`src/rtl/ea_pkg.sv`:
```
// Package: shared mode codes and the classification record passed from the
// address generator to the sequencer.
package ea_pkg;

    localparam int MODE_W = 4;

    typedef enum logic [MODE_W-1:0] {
        EM_REG     = 4'd0,
        EM_IMM     = 4'd1,
        EM_RIND    = 4'd2,
        EM_DISP    = 4'd3,
        EM_IDX     = 4'd4,
        EM_ABS     = 4'd5,
        EM_MIND    = 4'd6,
        EM_POSTINC = 4'd7,
        EM_POSTDEC = 4'd8,
        EM_SCALED  = 4'd9
    } ea_mode_e;

    typedef struct packed {
        logic needs_mem;    // at least one memory read
        logic two_level;    // pointer read precedes operand read
        logic writes_base;  // base register write-back at completion
    } ea_class_t;

endpackage

```
`src/rtl/ea_addr_gen.sv`:
```
// Module: ea_addr_gen
// Purpose: purely combinational decode of one operand descriptor.
// Produces the effective address, the value returned for non-memory modes,
// the post-modify base value, and the mode class.
// Assumes: the inputs are stable in the cycle start is sampled.
// Codes outside the defined set behave as register direct.
module ea_addr_gen
    import ea_pkg::*;
#(
    parameter int AW  = 32,
    parameter int SZW = 2
) (
    input  logic [MODE_W-1:0] mode,
    input  logic [AW-1:0]     reg_a,
    input  logic [AW-1:0]     reg_b,
    input  logic [AW-1:0]     imm,
    input  logic [SZW-1:0]    size_log2,
    output logic [AW-1:0]     ea,
    output logic [AW-1:0]     direct_val,
    output logic [AW-1:0]     wb_val,
    output ea_class_t         cls
);

    logic [AW-1:0] step;
    logic [AW-1:0] idx_scaled;

    // Access size and scaled index: scaling is a left shift by the exponent.
    always_comb begin
        step       = AW'(1) << size_log2;
        idx_scaled = reg_b << size_log2;
    end

    // Mode decode: address, direct value, write-back value and class.
    always_comb begin
        cls        = '0;
        ea         = '0;
        direct_val = reg_a;
        wb_val     = reg_a;
        case (mode)
            EM_IMM: direct_val = imm;
            EM_RIND: begin
                ea            = reg_a;
                cls.needs_mem = 1'b1;
            end
            EM_DISP: begin
                ea            = reg_a + imm;
                cls.needs_mem = 1'b1;
            end
            EM_IDX: begin
                ea            = reg_a + reg_b;
                cls.needs_mem = 1'b1;
            end
            EM_ABS: begin
                ea            = imm;
                cls.needs_mem = 1'b1;
            end
            EM_MIND: begin
                ea            = reg_a;
                cls.needs_mem = 1'b1;
                cls.two_level = 1'b1;
            end
            EM_POSTINC: begin
                ea              = reg_a;
                wb_val          = reg_a + step;
                cls.needs_mem   = 1'b1;
                cls.writes_base = 1'b1;
            end
            EM_POSTDEC: begin
                ea              = reg_a;
                wb_val          = reg_a - step;
                cls.needs_mem   = 1'b1;
                cls.writes_base = 1'b1;
            end
            EM_SCALED: begin
                ea            = imm + reg_a + idx_scaled;
                cls.needs_mem = 1'b1;
            end
            default: ;
        endcase
    end

endmodule

```
`src/rtl/ea_seq.sv`:
```
// Module: ea_seq
// Purpose: sequences the reads for one descriptor and registers every output.
// Assumes: a read response arrives no earlier than the cycle after mem_req.
// Only one read is outstanding at a time.
// start is ignored unless the sequencer is idle.
module ea_seq
    import ea_pkg::*;
#(
    parameter int AW = 32
) (
    input  logic          clk,
    input  logic          rst_n,
    input  logic          start,
    input  ea_class_t     cls,
    input  logic [AW-1:0] ea,
    input  logic [AW-1:0] reg_a,
    input  logic [AW-1:0] direct_val,
    input  logic [AW-1:0] wb_val,
    input  logic          mem_rvalid,
    input  logic [AW-1:0] mem_rdata,
    output logic          mem_req,
    output logic [AW-1:0] mem_addr,
    output logic          done,
    output logic [AW-1:0] operand,
    output logic [AW-1:0] addr,
    output logic          wb_en,
    output logic [AW-1:0] wb_data
);

    typedef enum logic [1:0] {S_IDLE, S_PTR, S_DATA} seq_state_e;

    seq_state_e    state;
    logic [AW-1:0] ea_q;
    logic [AW-1:0] wb_q;
    logic          wbm_q;

    // Sequencer: accept, issue reads, complete with one-cycle strobes.
    always_ff @(posedge clk) begin
        if (!rst_n) begin
            state    <= S_IDLE;
            ea_q     <= '0;
            wb_q     <= '0;
            wbm_q    <= 1'b0;
            mem_req  <= 1'b0;
            mem_addr <= '0;
            done     <= 1'b0;
            operand  <= '0;
            addr     <= '0;
            wb_en    <= 1'b0;
            wb_data  <= '0;
        end else begin
            mem_req <= 1'b0;
            done    <= 1'b0;
            wb_en   <= 1'b0;
            case (state)
                S_IDLE: begin
                    if (start) begin
                        if (!cls.needs_mem) begin
                            done    <= 1'b1;
                            operand <= direct_val;
                            addr    <= '0;
                        end else begin
                            mem_req  <= 1'b1;
                            mem_addr <= cls.two_level ? reg_a : ea;
                            ea_q     <= ea;
                            wb_q     <= wb_val;
                            wbm_q    <= cls.writes_base;
                            state    <= cls.two_level ? S_PTR : S_DATA;
                        end
                    end
                end
                S_PTR: begin
                    if (mem_rvalid) begin
                        mem_req  <= 1'b1;
                        mem_addr <= mem_rdata;
                        ea_q     <= mem_rdata;
                        state    <= S_DATA;
                    end
                end
                S_DATA: begin
                    if (mem_rvalid) begin
                        done    <= 1'b1;
                        operand <= mem_rdata;
                        addr    <= ea_q;
                        wb_en   <= wbm_q;
                        if (wbm_q) wb_data <= wb_q;
                        state   <= S_IDLE;
                    end
                end
                default: state <= S_IDLE;
            endcase
        end
    end

    // Reset clears all strobes.
    assert_reset_quiet_R1: assert property (@(posedge clk)
        !rst_n |=> (!done && !mem_req && !wb_en));

    // Read data lands on operand in the cycle after the final response.
    assert_rdata_to_operand_R6: assert property (@(posedge clk) disable iff (!rst_n)
        (state == S_DATA && mem_rvalid) |=> (done && operand == $past(mem_rdata)));

    // Pointer response becomes the next request address.
    assert_pointer_chain_R7: assert property (@(posedge clk) disable iff (!rst_n)
        (state == S_PTR && mem_rvalid) |=> (mem_req && mem_addr == $past(mem_rdata)));

    // Write-back only accompanies completion.
    assert_wb_with_done_R8: assert property (@(posedge clk) disable iff (!rst_n)
        wb_en |-> done);

    // A pending read blocks any new start.
    assert_busy_ignores_start_R9: assert property (@(posedge clk) disable iff (!rst_n)
        (state != S_IDLE && !mem_rvalid) |=> (!done && !mem_req));

    // Request strobes never come back to back.
    assert_req_pulse_R10: assert property (@(posedge clk) disable iff (!rst_n)
        mem_req |=> !mem_req);

endmodule

```
`src/rtl/ea_unit.sv`:
```
// Module: ea_unit (top)
// Purpose: resolves an operand descriptor to an address and an operand value.
// Covers post-modify write-back and a two-level indirect read.
// Assumes: decode supplies the register values, and the register file
// consumes the wb_en/wb_data strobe.
module ea_unit
    import ea_pkg::*;
#(
    parameter int AW  = 32,
    parameter int SZW = 2
) (
    input  logic              clk,
    input  logic              rst_n,
    input  logic              start,
    input  logic [MODE_W-1:0] mode,
    input  logic [AW-1:0]     reg_a,
    input  logic [AW-1:0]     reg_b,
    input  logic [AW-1:0]     imm,
    input  logic [SZW-1:0]    size_log2,
    input  logic              mem_rvalid,
    input  logic [AW-1:0]     mem_rdata,
    output logic              mem_req,
    output logic [AW-1:0]     mem_addr,
    output logic              done,
    output logic [AW-1:0]     operand,
    output logic [AW-1:0]     addr,
    output logic              wb_en,
    output logic [AW-1:0]     wb_data
);

    ea_class_t     cls;
    logic [AW-1:0] ea;
    logic [AW-1:0] direct_val;
    logic [AW-1:0] wb_val;

    ea_addr_gen #(.AW(AW), .SZW(SZW)) u_gen (
        .mode       (mode),
        .reg_a      (reg_a),
        .reg_b      (reg_b),
        .imm        (imm),
        .size_log2  (size_log2),
        .ea         (ea),
        .direct_val (direct_val),
        .wb_val     (wb_val),
        .cls        (cls)
    );

    ea_seq #(.AW(AW)) u_seq (
        .clk        (clk),
        .rst_n      (rst_n),
        .start      (start),
        .cls        (cls),
        .ea         (ea),
        .reg_a      (reg_a),
        .direct_val (direct_val),
        .wb_val     (wb_val),
        .mem_rvalid (mem_rvalid),
        .mem_rdata  (mem_rdata),
        .mem_req    (mem_req),
        .mem_addr   (mem_addr),
        .done       (done),
        .operand    (operand),
        .addr       (addr),
        .wb_en      (wb_en),
        .wb_data    (wb_data)
    );

endmodule

```
`config.mk`:
```
export PLATFORM = sky130hd
export DESIGN_NAME = ea_unit
export DESIGN_NICKNAME = d
export VERILOG_FILES = /design/src/rtl/ea_pkg.sv /design/src/rtl/ea_addr_gen.sv /design/src/rtl/ea_seq.sv /design/src/rtl/ea_unit.sv
export SDC_FILE = /design/constraint.sdc
export NUM_CORES = 1
export LEC_CHECK = 0
export BUFFER_PORTS_ARGS = -buffer_cell sky130_fd_sc_hd__buf_2
export CORE_ASPECT_RATIO = 0.75
export CORE_MARGIN = 4
export CORE_UTILIZATION = 57
export DETAILED_ROUTE_END_ITERATION = 7
export PLACE_DENSITY = 0.83
export SYNTH_ARGS = -nofsm -noshare
export SYNTH_HDL_FRONTEND = slang
export SYNTH_SLANG_ARGS = --single-unit
export TNS_END_PERCENT = 50
```
`constraint.sdc`:
```
create_clock -name clk -period 16.8 [get_ports clk]
set_clock_uncertainty 0.2 [all_clocks]
set_input_delay 3.36 -clock clk [delete_from_list [all_inputs] [get_ports clk]]
set_output_delay 3.36 -clock clk [all_outputs]
set_load 0.05 [all_outputs]
```
== Word level (Yosys, flattened, before mapping) ==
Cells that the tools add are included.
Word-level totals
  input bits: 138
  register bits: 198
  word-level logic and storage cells: 80
Cells by class
  shifts and indexed selects: 2
  equality and inequality tests: 16
  muxes and demuxes: 34
  add/sub/neg operators: 5
  reductions and logical operators: 12
Operator list (number)
  32-bit two-way mux: 12
  32-bit one-hot mux with 2 select lines: 5
  32-bit one-hot mux with 5 select lines: 1
  32-bit adder: 4
  1-bit by 2-bit left shift with 32-bit output, first input constant: 1
  32-bit by 2-bit left shift with 32-bit output: 1
  32-bit subtractor: 1
  4-bit by 3-bit equality test with 1-bit output, second input constant: 4
  4-bit AND reduction: 3
  2-bit two-way mux: 5
  3-bit AND reduction: 3
  4-bit by 2-bit equality test with 1-bit output, second input constant: 2
  4-bit equality test, second input constant: 2
  1-bit two-way mux: 8
  2-bit inequality test, second input constant: 4
  8-bit OR reduction: 1
  2-bit one-hot mux with 3 select lines: 1
  4-bit by 1-bit equality test with 1-bit output, second input constant: 1
  1-bit one-hot mux with 2 select lines: 2
  2-bit nonzero test: 2
  4-bit OR reduction: 1
  2-bit by 1-bit equality test with 1-bit output, second input constant: 1
  2-bit equality test, second input constant: 1
  2-bit logical NOT: 1
  other kinds (2): 2

== Longest topological paths before layout ==
  word-level depth: 7
  gate-level depth with buffers: 22
  gate-level depth less buffers: 21

== By module ==
A second synthesis with hierarchy kept.
Unflattened totals
  cell total of the unflattened synthesis: 2026
  area total of the unflattened synthesis: 16895.0 µm²
Modules (own cells, without submodules)
  ea_seq: times used 1, area an instance 8613.3 µm², cells each 925
  ea_addr_gen: times used 1, area an instance 8281.7 µm², cells each 1101

== Worst setup path before layout ==
Ideal clock, no wire load.
  kind: input to register
  start: input port size_log2[0]
  end: register u_seq.wb_q[20]
  required time: 16468 ps
  cell stages on the path: 18
  slack: 8715 ps
  arrival time: 7752 ps
  setup time: 132 ps
  cells stage by stage: buf_2 buf_1 or2_2 ha_1 inv_1 o21ai_0 ha_1 o21ai_0 nor3_1 a2111oi_0 o41ai_1 a21o_1 a21oi_1 nor2b_1 nor4_1 a31o_2 o22ai_1 a21oi_1
On the way
  word-level cells in the longest chain between the ends: 3
  elaborated cells between the ends (all ways): 4
  those cells by class: add/sub: 2; shift: 1; mux: 1
RTL lines
  start, declared: RTL line ea_unit.sv:19  | input logic [SZW-1:0] size_log2,
  1-bit by 2-bit left shift with 32-bit output (*): RTL line ea_addr_gen.sv:29  | step = AW'(1) << size_log2;
  32-bit subtractor / 32-bit adder (equally long branches): RTL line ea_addr_gen.sv:70, ea_addr_gen.sv:64
  32-bit one-hot mux with 2 select lines (*): RTL line ea_addr_gen.sv:39  | case (mode)
  end signal, assigned: RTL line ea_seq.sv:66  | wb_q <= wb_val;
  end, declared: RTL line ea_seq.sv:34  | logic [AW-1:0] wb_q;
Mark *: on every way between the ends. The rest lies on a longest branch, timed or not.
A chain may end at the register's enable or synchronous reset.

== Worst setup path after layout ==
  start: input port reg_a[1]
  end: register u_seq.ea_q[28]
On the way
  word-level cells in the longest chain between the ends: 6
  elaborated cells between the ends (all ways): 7
  those cells by class: add/sub: 3; mux: 4
RTL lines
  start, declared: RTL line ea_unit.sv:16  | input logic [AW-1:0] reg_a,
  32-bit adder: RTL line ea_addr_gen.sv:46, ea_addr_gen.sv:75
  32-bit adder: RTL line ea_addr_gen.sv:75  | ea = imm + reg_a + idx_scaled;
  32-bit one-hot mux with 5 select lines (*): RTL line ea_addr_gen.sv:39
  32-bit two-way mux (*): RTL line ea_seq.sv:58  | if (!cls.needs_mem) begin
  32-bit two-way mux (*): RTL line ea_seq.sv:57  | if (start) begin
  32-bit one-hot mux with 2 select lines (*): RTL line ea_seq.sv:55  | case (state)
  end signal, assigned: RTL line ea_seq.sv:76  | ea_q <= mem_rdata;
  end, declared: RTL line ea_seq.sv:33  | logic [AW-1:0] ea_q;
Mark *: on every way between the ends. The rest lies on a longest branch, timed or not. The select of a mux whose other input is x is not followed.

==> metrics.cfg <==
[die]
dieArea_um2=30770
start_util_pct=58.54
fp.dieH_um=152.9
row_count=52
pin_count=269
die_width_um=201.2
core_area_um2=27260

[worst_setup_path]
ff2ff_setup_slack_ps=13470
r2r-start=u_seq.state[0]$_SDFFE_PN0P_
startpoint=reg_a[1]
reg2regPathDepth=8
cp.required_ps=16940
worstPathArrival_ps=8530
worstSetupPathType=input pin to register
worstPathMaxFanout=12
r2r_end=u_seq.ea_q[25]$_SDFFE_PN0P_
endpoint_kind=register
start_kind=input pin

[finish]
utilization_pct=66.43
fin_cells=2593
nNetsFinal=2492
drive_gt1_share_pct=17.11
syn2layout_area_growth_pct=13.48
design_area_um2=18110

[place]
pre_cts_slack_ps=8117
placed_cell_area_um2=17480
gp_congestion=1.058
dp_cells=2557
hpwl_mm=47.51
io_buffers=268

[synth]
synth_cell_types=85
netlist_instances=2039
ys_seq_area_share_pct=24.84
synth-edff-count=0
ys_async_sr_fraction_pct=0
yosys_warnings=0
synth_top_area_share_pct=24.84
syn_nets=2306
ys_ff_latch=198
synthesis.area_um2=15960
synth_top_flop_cell=dfxtp_1
synth_common_cells=nor2_1, dfxtp_1, nand2_1
post_synth.cell_area_avg_um2=7.827
yosys-top-cells-area=dfxtp_1, ha_1, nor2_1
netlist.top_cell.by_area=dfxtp_1
yosysMostFrequentCell=nor2_1

[sta]
fin_ws_ps=8417
tns_ps=0
fmax_mhz=119.3
setup_violations=0
fin_crit_ps=8383
relSlewSlack_pct=27.50
slew_violations=0
hold_viol_final=0
tightest_slew_ps=1076
timing.hold.ws_ps=255.2
period_share_pct=49.90
rsz0062_at_grt=false

[route]
dr.first_iter.drc_count=2526
num_vias=17369
drt.antenna.violating_nets=0
routed_wl_mm=61.62
viasPerCell=6.698
first_pass_iters=7
drc_errors=0
wl_per_cell_um=23.77

[cts]
cts_setup_buffers=0
h-tree-depth=4
clockBufferDepth=2
cts_sinks=198
cts-root-buf=clkbuf_16
postCtsResizedCells=0
ctsHoldBuffers=0
clk_latency_ps=450
path_clk_slew_ps=80
cts_tree=done
cts-buffers-inserted=17

[power_and_ir_drop]
ir_worst_vdd_mv=0.07246
power_density_nw_per_um2=91.80
power_mw=1.663
leakage_nw=7.888

[worst_hold_path]
hold_end=u_seq.wb_data[10]$_SDFFE_PN0P_
timing.hold.worst_path_depth=2
hp-start=u_seq.wb_data[10]$_SDFFE_PN0P_
hold_class=register to register

[run_status]
outcome=finished clean

[global_route]
overflow=0
grt_pass1_vias=16251
grt_max_degree=83
grt_usage_pct=38.28
antenna_found_initial=2
grt_pass1_wl_mm=94.65

[job]
maxCapViolCount=0

## worst max-delay path: stages
cell and delay (ps):
buf_2 240, ha_1 290, a211o_1 300, a211oi_1 360, a2111o_1 250, nand3_1 130
a21oi_1 480, o31ai_1 140, a21oi_1 200, xnor2_1 180, ha_1 440, nand2b_1 220
o41ai_1 90, a2111oi_0 410, a31oi_1 190, o31ai_1 310, o21ai_0 130, or4_1 540
a21oi_2 180, nor2_1 60
## cell families after synthesis
| logic type | synth area share, % |
|---|---|
| buffers and inverters | 3.928 |
| xor gates and xnor gates | 6.586 |
| DFF | 24.84 |
| AOI/OAI and AO/OA | 29.43 |
| muxes | 6.201 |
| and+or+nand+nor | 18.71 |
| adders and majority gates | 10.30 |
## routing by layer
metal | up-vias | share of wire (%) | GRT usage, %
li1 | 7947 | - | -
met1 | 8098 | 41 | 52.62
met2 | 1144 | 40 | 54.94
met3 | 180 | 15 | 13.81
met4 | 0 | 4.3 | 14.93
met5 | - | 0 | 0
## placed cells by master (no fill, tap or decap), types with 19 or more instances in the layout
cell type  instances
a21o_1            66
o21bai_1          19
nand2_1          198
a22oi_1           46
nand3_1           37
o21ai_0          105
ha_1             125
nor2_1           268
a31oi_1           25
a21oi_1          197
buf_4             20
a221oi_1          24
a211oi_1          62
dfxtp_1          198
nor3_1            37
mux2i_1           46
mux4_2            23
o21a_1            30
xnor2_1           74
inv_1             43
xor2_1            33
buf_2            268
## final cells by class
class / count / area (µm²)
timing repair buffer: 288 / 1491
inverter: 44 / 167.7
fill: 2321 / 9151
tap: 351 / 439.2
clock buffer: 17 / 425.4
clock inverter: 15 / 191.4
antenna: 4 / 10.01
multi-input combinational: 1676 / 11420
sequential: 198 / 3964
## power breakdown
part           total [mW]  internal [mW]  switching (mW)
Clock               0.431          0.205           0.226
Combinational       0.714          0.253           0.461
Sequential          0.517          0.499          0.0180
Total                1.66          0.957           0.705
## sequential cells by signal, indices dropped and copies added (netlist names)
| register | flops |
|---|---|
| u_seq.addr | 32 |
| u_seq.done | 1 |
| u_seq.ea_q | 32 |
| u_seq.mem_addr | 32 |
| u_seq.mem_req | 1 |
| u_seq.operand | 32 |
| u_seq.state | 2 |
| u_seq.wb_data | 32 |
| u_seq.wb_en | 1 |
| u_seq.wb_q | 32 |
| u_seq.wbm_q | 1 |
## worst max path at each step
stage	slack [ps]	end	cells after the start
floorplan	8720	u_seq.wb_q[20]$_SDFFE_PN0P_	18
global placement	8250	u_seq.mem_addr[31]$_SDFFE_PN0P_	19
detailed placement	8120	u_seq.ea_q[28]$_SDFFE_PN0P_	20
CTS	8580	u_seq.ea_q[28]$_SDFFE_PN0P_	20
global route	8040	u_seq.mem_addr[28]$_SDFFE_PN0P_	20
finish	8420	u_seq.ea_q[28]$_SDFFE_PN0P_	20
Note: power is estimated with default switching activity, not from simulation.
